===== src/rtl/wk_pkg.sv =====
package wk_pkg;
  // Strobes from control to datapath.
  typedef struct packed {
    logic loadCount;   // load counter from write data
    logic presClear;   // restart prescaler
    logic srcTick;     // selected source tick, already gated by halt
  } wk_strobe_t;
endpackage


===== src/rtl/wk_prescaler.sv =====
module wk_prescaler #(
  parameter int EXP_W = 4
) (
  input  logic             clk,
  input  logic             rst_n,
  input  logic             srcTick,
  input  logic             clear,
  input  logic [EXP_W-1:0] expo,
  output logic             stepOut
);
  localparam int PRE_W = (1 << EXP_W) - 1;

  logic [PRE_W-1:0] preCnt;
  logic [PRE_W:0]   limitWide;
  logic [PRE_W-1:0] limit;

  // Terminal count is 2^expo - 1.
  assign limitWide = ({{PRE_W{1'b0}}, 1'b1} << expo) - {{PRE_W{1'b0}}, 1'b1};
  assign limit     = limitWide[PRE_W-1:0];
  assign stepOut   = srcTick && (preCnt == limit);

  always_ff @(posedge clk) begin
    if (!rst_n)       preCnt <= '0;
    else if (clear)   preCnt <= '0;
    else if (srcTick) preCnt <= stepOut ? '0 : preCnt + 1'b1;
  end
endmodule


===== src/rtl/wk_datapath.sv =====
module wk_datapath
  import wk_pkg::*;
#(
  parameter int CNT_W   = 32,
  parameter int EXP_W   = 4,
  parameter int NUM_CMP = 2
) (
  input  logic               clk,
  input  logic               rst_n,
  input  wk_strobe_t         strb,
  input  logic [CNT_W-1:0]   loadValue,
  input  logic [EXP_W-1:0]   expo,
  input  logic [CNT_W-1:0]   cmpVals [NUM_CMP],
  output logic [CNT_W-1:0]   countVal,
  output logic [NUM_CMP-1:0] hitVec,
  output logic               wrapEvt,
  output logic               stepEvt
);
  logic [CNT_W-1:0] countQ;
  logic [CNT_W-1:0] countNext;
  logic             stepRaw;
  logic             advance;

  wk_prescaler #(.EXP_W(EXP_W)) u_pre (
    .clk     (clk),
    .rst_n   (rst_n),
    .srcTick (strb.srcTick),
    .clear   (strb.presClear),
    .expo    (expo),
    .stepOut (stepRaw)
  );

  assign advance   = stepRaw && !strb.loadCount;
  assign countNext = countQ + 1'b1;
  assign stepEvt   = stepRaw;
  assign wrapEvt   = advance && (countQ == {CNT_W{1'b1}});

  // One comparator per channel, checked against the value about to be stored.
  for (genvar g = 0; g < NUM_CMP; g++) begin : g_cmp
    assign hitVec[g] = advance && (countNext == cmpVals[g]);
  end

  always_ff @(posedge clk) begin
    if (!rst_n)              countQ <= '0;
    else if (strb.loadCount) countQ <= loadValue;
    else if (advance)        countQ <= countNext;
  end

  assign countVal = countQ;
endmodule


===== src/rtl/wk_control.sv =====
module wk_control
  import wk_pkg::*;
#(
  parameter int CNT_W   = 32,
  parameter int EXP_W   = 4,
  parameter int NUM_CMP = 2,
  parameter int ADDR_W  = 3
) (
  input  logic               clk,
  input  logic               rst_n,
  input  logic               regWe,
  input  logic               regRe,
  input  logic [ADDR_W-1:0]  regAddr,
  input  logic [CNT_W-1:0]   regWdata,
  input  logic               refTick,
  input  logic               xtalTick,
  input  logic               dbgHalt,
  input  logic [CNT_W-1:0]   countVal,
  input  logic [NUM_CMP-1:0] hitVec,
  input  logic               wrapEvt,
  output wk_strobe_t         strb,
  output logic [CNT_W-1:0]   loadValue,
  output logic [EXP_W-1:0]   expo,
  output logic [CNT_W-1:0]   cmpVals [NUM_CMP],
  output logic [CNT_W-1:0]   regRdata,
  output logic               rdValid,
  output logic [NUM_CMP:0]   flagsOut,
  output logic               irqOut,
  output logic               wakeOut
);
  localparam int FLAG_N = NUM_CMP + 1;
  localparam int EXP_LSB = 4;
  localparam logic [ADDR_W-1:0] A_CTRL  = ADDR_W'(0);
  localparam logic [ADDR_W-1:0] A_COUNT = ADDR_W'(1);
  localparam logic [ADDR_W-1:0] A_FLAGS = ADDR_W'(2 + NUM_CMP);
  localparam logic [ADDR_W-1:0] A_IMASK = ADDR_W'(3 + NUM_CMP);
  localparam logic [ADDR_W-1:0] A_WMASK = ADDR_W'(4 + NUM_CMP);

  logic              srcSelQ;
  logic [EXP_W-1:0]  expoQ;
  logic [FLAG_N-1:0] flagsQ, irqMaskQ, wakeMaskQ;
  logic [FLAG_N-1:0] setMask, clrMask;
  logic [CNT_W-1:0]  rdNext, rdataQ;
  logic              rdValidQ;
  logic              wrCtrl;

  assign wrCtrl = regWe && (regAddr == A_CTRL);

  always_comb begin
    strb.loadCount = regWe && (regAddr == A_COUNT);
    strb.presClear = wrCtrl && (regWdata[EXP_LSB +: EXP_W] != expoQ);
    strb.srcTick   = !dbgHalt && (srcSelQ ? xtalTick : refTick);
  end
  assign loadValue = regWdata;
  assign expo      = expoQ;

  always_ff @(posedge clk) begin
    if (!rst_n) begin
      srcSelQ <= 1'b0;
      expoQ   <= '0;
    end else if (wrCtrl) begin
      srcSelQ <= regWdata[0];
      expoQ   <= regWdata[EXP_LSB +: EXP_W];
    end
  end

  for (genvar g = 0; g < NUM_CMP; g++) begin : g_cmpReg
    always_ff @(posedge clk) begin
      if (!rst_n) cmpVals[g] <= '0;
      else if (regWe && (regAddr == ADDR_W'(2 + g))) cmpVals[g] <= regWdata;
    end
  end

  // Hardware set wins over a software clear in the same cycle.
  assign setMask = {wrapEvt, hitVec};
  assign clrMask = (regWe && (regAddr == A_FLAGS)) ? regWdata[FLAG_N-1:0] : '0;

  always_ff @(posedge clk) begin
    if (!rst_n) begin
      flagsQ    <= '0;
      irqMaskQ  <= '0;
      wakeMaskQ <= '0;
    end else begin
      flagsQ <= (flagsQ & ~clrMask) | setMask;
      if (regWe && (regAddr == A_IMASK)) irqMaskQ  <= regWdata[FLAG_N-1:0];
      if (regWe && (regAddr == A_WMASK)) wakeMaskQ <= regWdata[FLAG_N-1:0];
    end
  end

  assign flagsOut = flagsQ;
  assign irqOut   = |(flagsQ & irqMaskQ);
  assign wakeOut  = |(flagsQ & wakeMaskQ);

  always_comb begin
    rdNext = '0;
    if (regAddr == A_CTRL) begin
      rdNext[0] = srcSelQ;
      rdNext[EXP_LSB +: EXP_W] = expoQ;
    end
    if (regAddr == A_COUNT) rdNext = countVal;
    for (int k = 0; k < NUM_CMP; k++) begin
      if (regAddr == ADDR_W'(2 + k)) rdNext = cmpVals[k];
    end
    if (regAddr == A_FLAGS) rdNext[FLAG_N-1:0] = flagsQ;
    if (regAddr == A_IMASK) rdNext[FLAG_N-1:0] = irqMaskQ;
    if (regAddr == A_WMASK) rdNext[FLAG_N-1:0] = wakeMaskQ;
  end

  always_ff @(posedge clk) begin
    if (!rst_n) begin
      rdataQ   <= '0;
      rdValidQ <= 1'b0;
    end else begin
      rdValidQ <= regRe;
      if (regRe) rdataQ <= rdNext;
    end
  end

  assign regRdata = rdataQ;
  assign rdValid  = rdValidQ;
endmodule


===== src/rtl/slow_wake_timer.sv =====
module slow_wake_timer
  import wk_pkg::*;
#(
  parameter int CNT_W   = 32,
  parameter int EXP_W   = 4,
  parameter int NUM_CMP = 2,
  parameter int ADDR_W  = 3
) (
  input  logic              clk,
  input  logic              rst_n,
  input  logic              refTick,
  input  logic              xtalTick,
  input  logic              dbgHalt,
  input  logic              regWe,
  input  logic              regRe,
  input  logic [ADDR_W-1:0] regAddr,
  input  logic [CNT_W-1:0]  regWdata,
  output logic [CNT_W-1:0]  regRdata,
  output logic              rdValid,
  output logic              irqOut,
  output logic              wakeOut
);
  wk_strobe_t         strb;
  logic [CNT_W-1:0]   loadValue;
  logic [EXP_W-1:0]   expo;
  logic [CNT_W-1:0]   cmpVals [NUM_CMP];
  logic [CNT_W-1:0]   countNow;
  logic [NUM_CMP-1:0] hitVec;
  logic               wrapEvt;
  logic               stepEvt;
  logic [NUM_CMP:0]   flagsNow;

  wk_control #(.CNT_W(CNT_W), .EXP_W(EXP_W), .NUM_CMP(NUM_CMP), .ADDR_W(ADDR_W)) u_ctl (
    .clk(clk), .rst_n(rst_n), .regWe(regWe), .regRe(regRe), .regAddr(regAddr),
    .regWdata(regWdata), .refTick(refTick), .xtalTick(xtalTick), .dbgHalt(dbgHalt),
    .countVal(countNow), .hitVec(hitVec), .wrapEvt(wrapEvt), .strb(strb),
    .loadValue(loadValue), .expo(expo), .cmpVals(cmpVals), .regRdata(regRdata),
    .rdValid(rdValid), .flagsOut(flagsNow), .irqOut(irqOut), .wakeOut(wakeOut)
  );

  wk_datapath #(.CNT_W(CNT_W), .EXP_W(EXP_W), .NUM_CMP(NUM_CMP)) u_dp (
    .clk(clk), .rst_n(rst_n), .strb(strb), .loadValue(loadValue), .expo(expo),
    .cmpVals(cmpVals), .countVal(countNow), .hitVec(hitVec), .wrapEvt(wrapEvt),
    .stepEvt(stepEvt)
  );
endmodule


===== config.mk =====
export PLATFORM = sky130hd
export DESIGN_NAME = slow_wake_timer
export DESIGN_NICKNAME = d
export VERILOG_FILES = /design/src/rtl/wk_pkg.sv /design/src/rtl/wk_prescaler.sv /design/src/rtl/wk_datapath.sv /design/src/rtl/wk_control.sv /design/src/rtl/slow_wake_timer.sv
export SDC_FILE = /design/constraint.sdc
export NUM_CORES = 1
export LEC_CHECK = 0
export BUFFER_PORTS_ARGS = -buffer_cell sky130_fd_sc_hd__buf_2
export CAP_MARGIN = 20
export CORE_MARGIN = 3
export CORE_UTILIZATION = 55
export CTS_BUF_LIST = sky130_fd_sc_hd__clkbuf_4 sky130_fd_sc_hd__clkbuf_8
export CTS_CLUSTER_DIAMETER = 120
export DETAILED_ROUTE_END_ITERATION = 8
export PLACE_DENSITY = 0.85
export SLEW_MARGIN = 25
export SYNTH_ARGS = -nofsm -noshare
export SYNTH_HDL_FRONTEND = slang
export SYNTH_SLANG_ARGS = --single-unit

===== constraint.sdc =====
create_clock -name clk -period 3.9 [get_ports clk]
set_clock_uncertainty 0.05 [all_clocks]
set_input_delay 0.585 -clock clk [delete_from_list [all_inputs] [get_ports clk]]
set_output_delay 0.585 -clock clk [all_outputs]
set_load 0.02 [all_outputs]

**After elaboration in Yosys (flattened, before gate mapping)**

Cells that the tools add are included.

- Register bits: 158
- Input bits: 42

- Add/subtract/negate cells: 3
- Equal/unequal tests: 11
- Shift-type cells: 1
- Mux-type cells: 13
- Bitwise operators: 6
- Reductions and logical operators: 21

Operators by type and width:

| cell | count |
|---|---|
| $mux 32 | 5 |
| $eq 32x32->1 | 2 |
| $add 32x1->32 const B | 1 |
| $eq 32x32->1 const B | 1 |
| $add 15x1->15 const B | 1 |
| $eq 15x15->1 | 1 |
| $mux 15 | 1 |
| $shl 1x4->15 const A | 1 |
| $sub 15x1->15 const B | 1 |
| $logic_and 1x1->1 | 14 |
| $mux 3 | 4 |
| $and 3x3->3 | 3 |
| $eq 3x3->1 const B | 3 |
| $eq 3x2->1 const B | 2 |
| $reduce_or 3->1 | 2 |
| $mux 4 | 1 |
| $ne 4x4->1 | 1 |
| $eq 3x1->1 const B | 1 |
| $logic_not 3->1 | 1 |
| $not 3->3 | 1 |
| $or 3x3->3 | 1 |
| $logic_not 1->1 | 2 |
| $mux 1 | 2 |
| $reduce_bool 2->1 | 1 |
| 2 further kinds | 2 |

**Logic depth before layout (Yosys ltp)**

- Word-level depth: 8
- Gate-level depth with buffers: 16

**Hierarchy**

Synthesis repeated with hierarchy kept, for this count alone.

- Cells, all modules: 1301
- Area total of the unflattened synthesis: 10701.5 µm²

By module, submodules not included:

| module | times used | cells an instance | area each (µm²) |
|---|---|---|---|
| wk_control | 1 | 618 | 5385.2 |
| wk_datapath | 1 | 509 | 3908.7 |
| wk_prescaler | 1 | 174 | 1407.6 |

**Worst setup path after synthesis**

No wires, ideal clock.

- Kind: flip-flop to flip-flop
- Start point: register u_ctl.expoQ[3], in the netlist u_ctl.expo[3]
- End point: register u_dp.countQ[23], in the netlist u_dp.countVal[23]
- Data arrival time: 2.964 ns
- Data required time: 3.718 ns
- Slack: 0.753 ns
- Stages on the path, launching flop included: 15
- Cells stage by stage: dfxtp_1 -> buf_2 -> nor3_2 -> nand2_1 -> ha_1 -> buf_2 -> buf_2 -> o21a_1 -> or3_1 -> a222oi_1 -> nand4_2 -> buf_4 -> nor3_2 -> xnor2_1 -> a21oi_1

- Longest elaborated chain between the ends: 6

Ends and longest elaborated chain:

| what | RTL line | text |
|---|---|---|
| start: declaration | wk_control.sv:40 | `logic [EXP_W-1:0] expoQ;` |
| start signal: assignment | wk_control.sv:63 | `expoQ <= regWdata[EXP_LSB +: EXP_W];` |
| $shl 1x4->15 | wk_prescaler.sv:18 | `assign limitWide = ({{PRE_W{1'b0}}, 1'b1} << expo) - {{PRE_W{1'b0}}, 1'b1};` |
| $sub 15x1->15 | wk_prescaler.sv:18 |  |
| $eq 15x15->1 | wk_prescaler.sv:20 | `assign stepOut = srcTick && (preCnt == limit);` |
| $logic_and 1x1->1 | wk_prescaler.sv:20 |  |
| $logic_and 1x1->1 | wk_datapath.sv:33 | `assign advance = stepRaw && !strb.loadCount;` |
| $reduce_bool 2->1 (no source line) | - |  |
| end signal: assignment | wk_datapath.sv:45 | `else if (strb.loadCount) countQ <= loadValue;` |
| end signal: assignment | wk_datapath.sv:46 | `else if (advance) countQ <= countNext;` |
| end: declaration | wk_datapath.sv:19 | `logic [CNT_W-1:0] countQ;` |

Every way passes these cells.
A chain may end at the register's enable or synchronous reset.

**Final worst setup path**

- Start point: register u_dp.countQ[0], in the netlist u_dp.countVal[0]
- End point: register u_ctl.flagsQ[1], in the netlist u_ctl.flagsOut[1]

- Longest elaborated chain between the ends: 4

Ends and longest elaborated chain:

| what | RTL line | text |
|---|---|---|
| $add 32x1->32 | wk_datapath.sv:34 | `assign countNext = countQ + 1'b1;` |
| $eq 32x32->1 | wk_datapath.sv:40 | `assign hitVec[g] = advance && (countNext == cmpVals[g]);` |
| $logic_and 1x1->1 | wk_datapath.sv:40 |  |
| $or 3x3->3 | wk_control.sv:84 | `flagsQ <= (flagsQ & ~clrMask) \| setMask;` |
| end signal: assignment | wk_control.sv:84 |  |
| end: declaration | wk_control.sv:41 | `logic [FLAG_N-1:0] flagsQ, irqMaskQ, wakeMaskQ;` |

Every way passes these cells.

==> impl_results.md <==
* Worst setup EP type: flip-flop
* HPWL after detailed placement at 19,930 um
* Syn Nets at 1,339
* Synth-to-layout area growth at 8.066%
* Synth Instances at 1,294
* Pwr Total at around 0.0034 W
* Worst Setup SP: u_dp.countVal[0]$_SDFFE_PN0P_
* DR WL/cell at around 19 um
* Die Width at 141.1 um
* Full die area at 19,900 sq um
* Seq/Total Area, Yosys at 0.3152
* Fin. Hold Viols at 0
* Die Y at 141.1 um
* Power density cells at approximately 310 nW/um^2
* Total number of vias at approximately 9,500
* Routed Antenna Nets at 0
* # hold bufs at CTS at 0
* Most frequent cells after synthesis: nand2_1, dfxtp_1, a21oi_1
* P_sw at roughly 0.00095 W
* Initial DRC count at roughly 1,100
* CTS H-tree depth at 4
* IO buf count at 76
* Vias in the first global route at between 8,000 and 9,000
* DP Area at about 10,000 sq um
* Core Footprint at ~18,000 sq um
* Post-synth EDFFs at 0
* FFs w/ async S/R, synth at 0
* Post-cts resize count at 0
* Gpl congestion at 0.9748
* Seq pwr share at 0.500
* Critical path launch point type: flip-flop
* Fmax at between 200 and 300 MHz
* Synth Area per Inst at 7.756 sq um
* CTS buffer count at 17
* First-pass GRT wire length at 46,220 um
* Critical R2R Capture: u_ctl.flagsOut[1]$_SDFF_PN0_
* Worst min-delay path class: primary input to flip-flop
* Area share of the largest cell type after synthesis at 0.3152
* Root buffer cell: clkbuf_8
* Share of cells above drive strength 1 at 0.1409
* Post-route cell area at 10,850 sq um
* Flop-to-flop setup slack at between 0.2 and 0.3 ns
* Worst EP arrival at slightly below 4 ns
* Syn Std Cell Area at between 10,000 and 15,000 sq um
* Routed wire length at 28,620 um
* Max-cap violations at 0
* Sw frac at 0.2783
* Post-CTS setup buffer count at 0
* CTS tree: done
* Worst slew pin tran at 1.100 ns
* Overflow after GRT at 0
* Yosys warnings at 0
* Worst-path clk slew at 0.08 ns
* Max-slew violation count at 0
* Nets@finish at about 1,400
* Minimum clock period at ~3.6 ns
* Remaining DRCs at 0
* Setup violators final at 0
* Starting Density at 0.5703
* Top FF cell, synth: dfxtp_1
* RSZ-0062 raised after global routing: false
* CTS sink count at approximately 160
* Slew margin rel. at 0.2651
* Clock buffer depth at 2
* Placed cells at around 1,500
* Yosys top cell by area: dfxtp_1
* Library cells used by synthesis at 70
* Global-route total usage across every layer at 0.2861
* Outcome: complete, no violations
* Final non-filler cell total at around 1,500
* Number of synthesized register bits at 158
* P_leak at 3.829 nW
* Crit Path Max Fanout at 9
* ANT cells at 0
* Clock network fraction of total power at 0.374
* # IOs at 77
* Num rows at 48
* Reg-to-Reg Start: u_dp.countVal[0]$_SDFFE_PN0P_
* Largest net degree at the start of global routing at between 70 and 80
* Top cells by area, synth: dfxtp_1, xnor2_1, nand2_1
* Final setup TNS at 0 ns
* Internal power at approximately 0.0025 W
* CP endpoint: u_ctl.flagsOut[1]$_SDFF_PN0_
* Most numerous cell in the Yosys netlist: nand2_1
* Vias/cell at roughly 6
* Worst endpoint required time at about 4.3 ns
* Drt first pass iters at 5
* Comb power frac at 0.125
* Fin crit share at 0.9236
* WS Path Type: flip-flop to flip-flop
* Initial antenna violation count at 0
* R2R cell count at 9
* Worst VDD drop at between 300 and 400 uV
* Later-pin clock latency in the skew report at roughly 0.48 ns
[layout make-up]
class / count / area (sq um)
multi-input combinational: 1003 / 6310
fill: 1549 / 6751
inverter: 22 / 82.58
clock inverter: 10 / 111.4
tap: 225 / 281.5
sequential: 158 / 3163
clock buffer: 22 / 296.5
timing repair buffer: 105 / 600.6
[state kept, by name, summed over array words and instances (netlist names)]
name and flops:
u_ctl.cmpVals 64, u_ctl.regRdata 32, u_dp.countVal 32, u_dp.u_pre.preCnt 15
u_ctl.expo 4, u_ctl.flagsOut 3, u_ctl.irqMaskQ 3, u_ctl.wakeMaskQ 3
u_ctl.rdValid 1, u_ctl.srcSelQ 1
[power groups by stage]
stage | combinational [W] | clock (W) | sequential [W]
6_report | 0.000427 | 0.00127 | 0.00170
5_1_grt | 0.000463 | 0.00135 | 0.00171
4_1_cts | 0.000420 | 0.00129 | 0.00170
3_5_place_dp | 0.000418 | 0 | 0.00174
3_3_place_gp | 0.000412 | 0 | 0.00174
2_1_floorplan | 0.000309 | 0 | 0.00171
[cells in the final DEF, fill, tap and decap left out, drive strengths merged, types with 9 or more instances in the layout]
cell type	count
xnor2	82
nand3	46
nand2b	12
nor2	85
or3	9
and3	11
o21ai	60
and4	11
buf	105
mux2i	19
a21oi	87
a31oi	9
clkbuf	22
mux2	24
a22oi	30
nand4	26
nand2	182
nor2b	52
nor3	26
xor2	45
dfxtp	158
inv	22
nor4	15
a21boi	66
[per-layer routing]
| metal | GRT usage | up-vias | wire (um) |
|---|---|---|---|
| met4 | 0.1061 | 0 | 718 |
| met5 | 0 | - | 0 |
| met2 | 0.4517 | 446 | 13180 |
| met3 | 0.06716 | 64 | 2395 |
| li1 | - | 4559 | - |
| met1 | 0.3816 | 4456 | 12330 |
[worst min-delay path by stage]
stage | startpoint | to | slack (ns) | cells past startpoint
2_1_floorplan | u_ctl.cmpVals[15]$_SDFFE_PN0P_ | u_ctl.cmpVals[15]$_SDFFE_PN0P_ | 0.41 | 2
3_3_place_gp | u_ctl.regRdata[4]$_SDFFE_PN0P_ | u_ctl.regRdata[4]$_SDFFE_PN0P_ | 0.41 | 1
3_5_place_dp | u_ctl.regRdata[7]$_SDFFE_PN0P_ | u_ctl.regRdata[7]$_SDFFE_PN0P_ | 0.42 | 1
4_1_cts | regWdata[15] | u_ctl.cmpVals[47]$_SDFFE_PN0P_ | 0.31 | 3
5_1_grt | regWdata[31] | u_ctl.cmpVals[31]$_SDFFE_PN0P_ | 0.31 | 3
6_report | regWdata[12] | u_ctl.cmpVals[44]$_SDFFE_PN0P_ | 0.32 | 3
[kinds of logic (layout without fill, tap and decap cells)]
kind of cell,after synthesis,after routing,synth area share
and+or+nand+nor,512,512,0.2616
AOI/OAI and AO/OA,318,318,0.2062
DFF,158,158,0.3152
buffers and inverters,133,159,0.05660
xor gates and xnor gates,127,127,0.1108
muxes,43,43,0.04588
adders and majority gates,3,3,0.003741
[through the flow]
stage	setup slack (ns)	hold WS, ns	utilization
6_report	0.2981	0.3218	0.6163
5_1_grt	0.02488	0.3075	0.6163
4_1_cts	0.3314	0.3107	0.6163
3_5_place_dp	0.3593	0.4195	0.5931
3_3_place_gp	0.3996	0.4094	0.5931
2_1_floorplan	0.7534	0.4147	-
[worst max-delay path: stages (launching register included)]
cell,delay [ns]
dfxtp_1,0.54
ha_1,0.34
nand3_4,0.15
or4_1,0.71
nor4_1,0.53
xnor2_1,0.20
o211ai_1,0.12
or4_1,0.40
nor4b_1,0.35
a21o_1,0.16
Note: power is estimated with default switching activity, not from simulation.
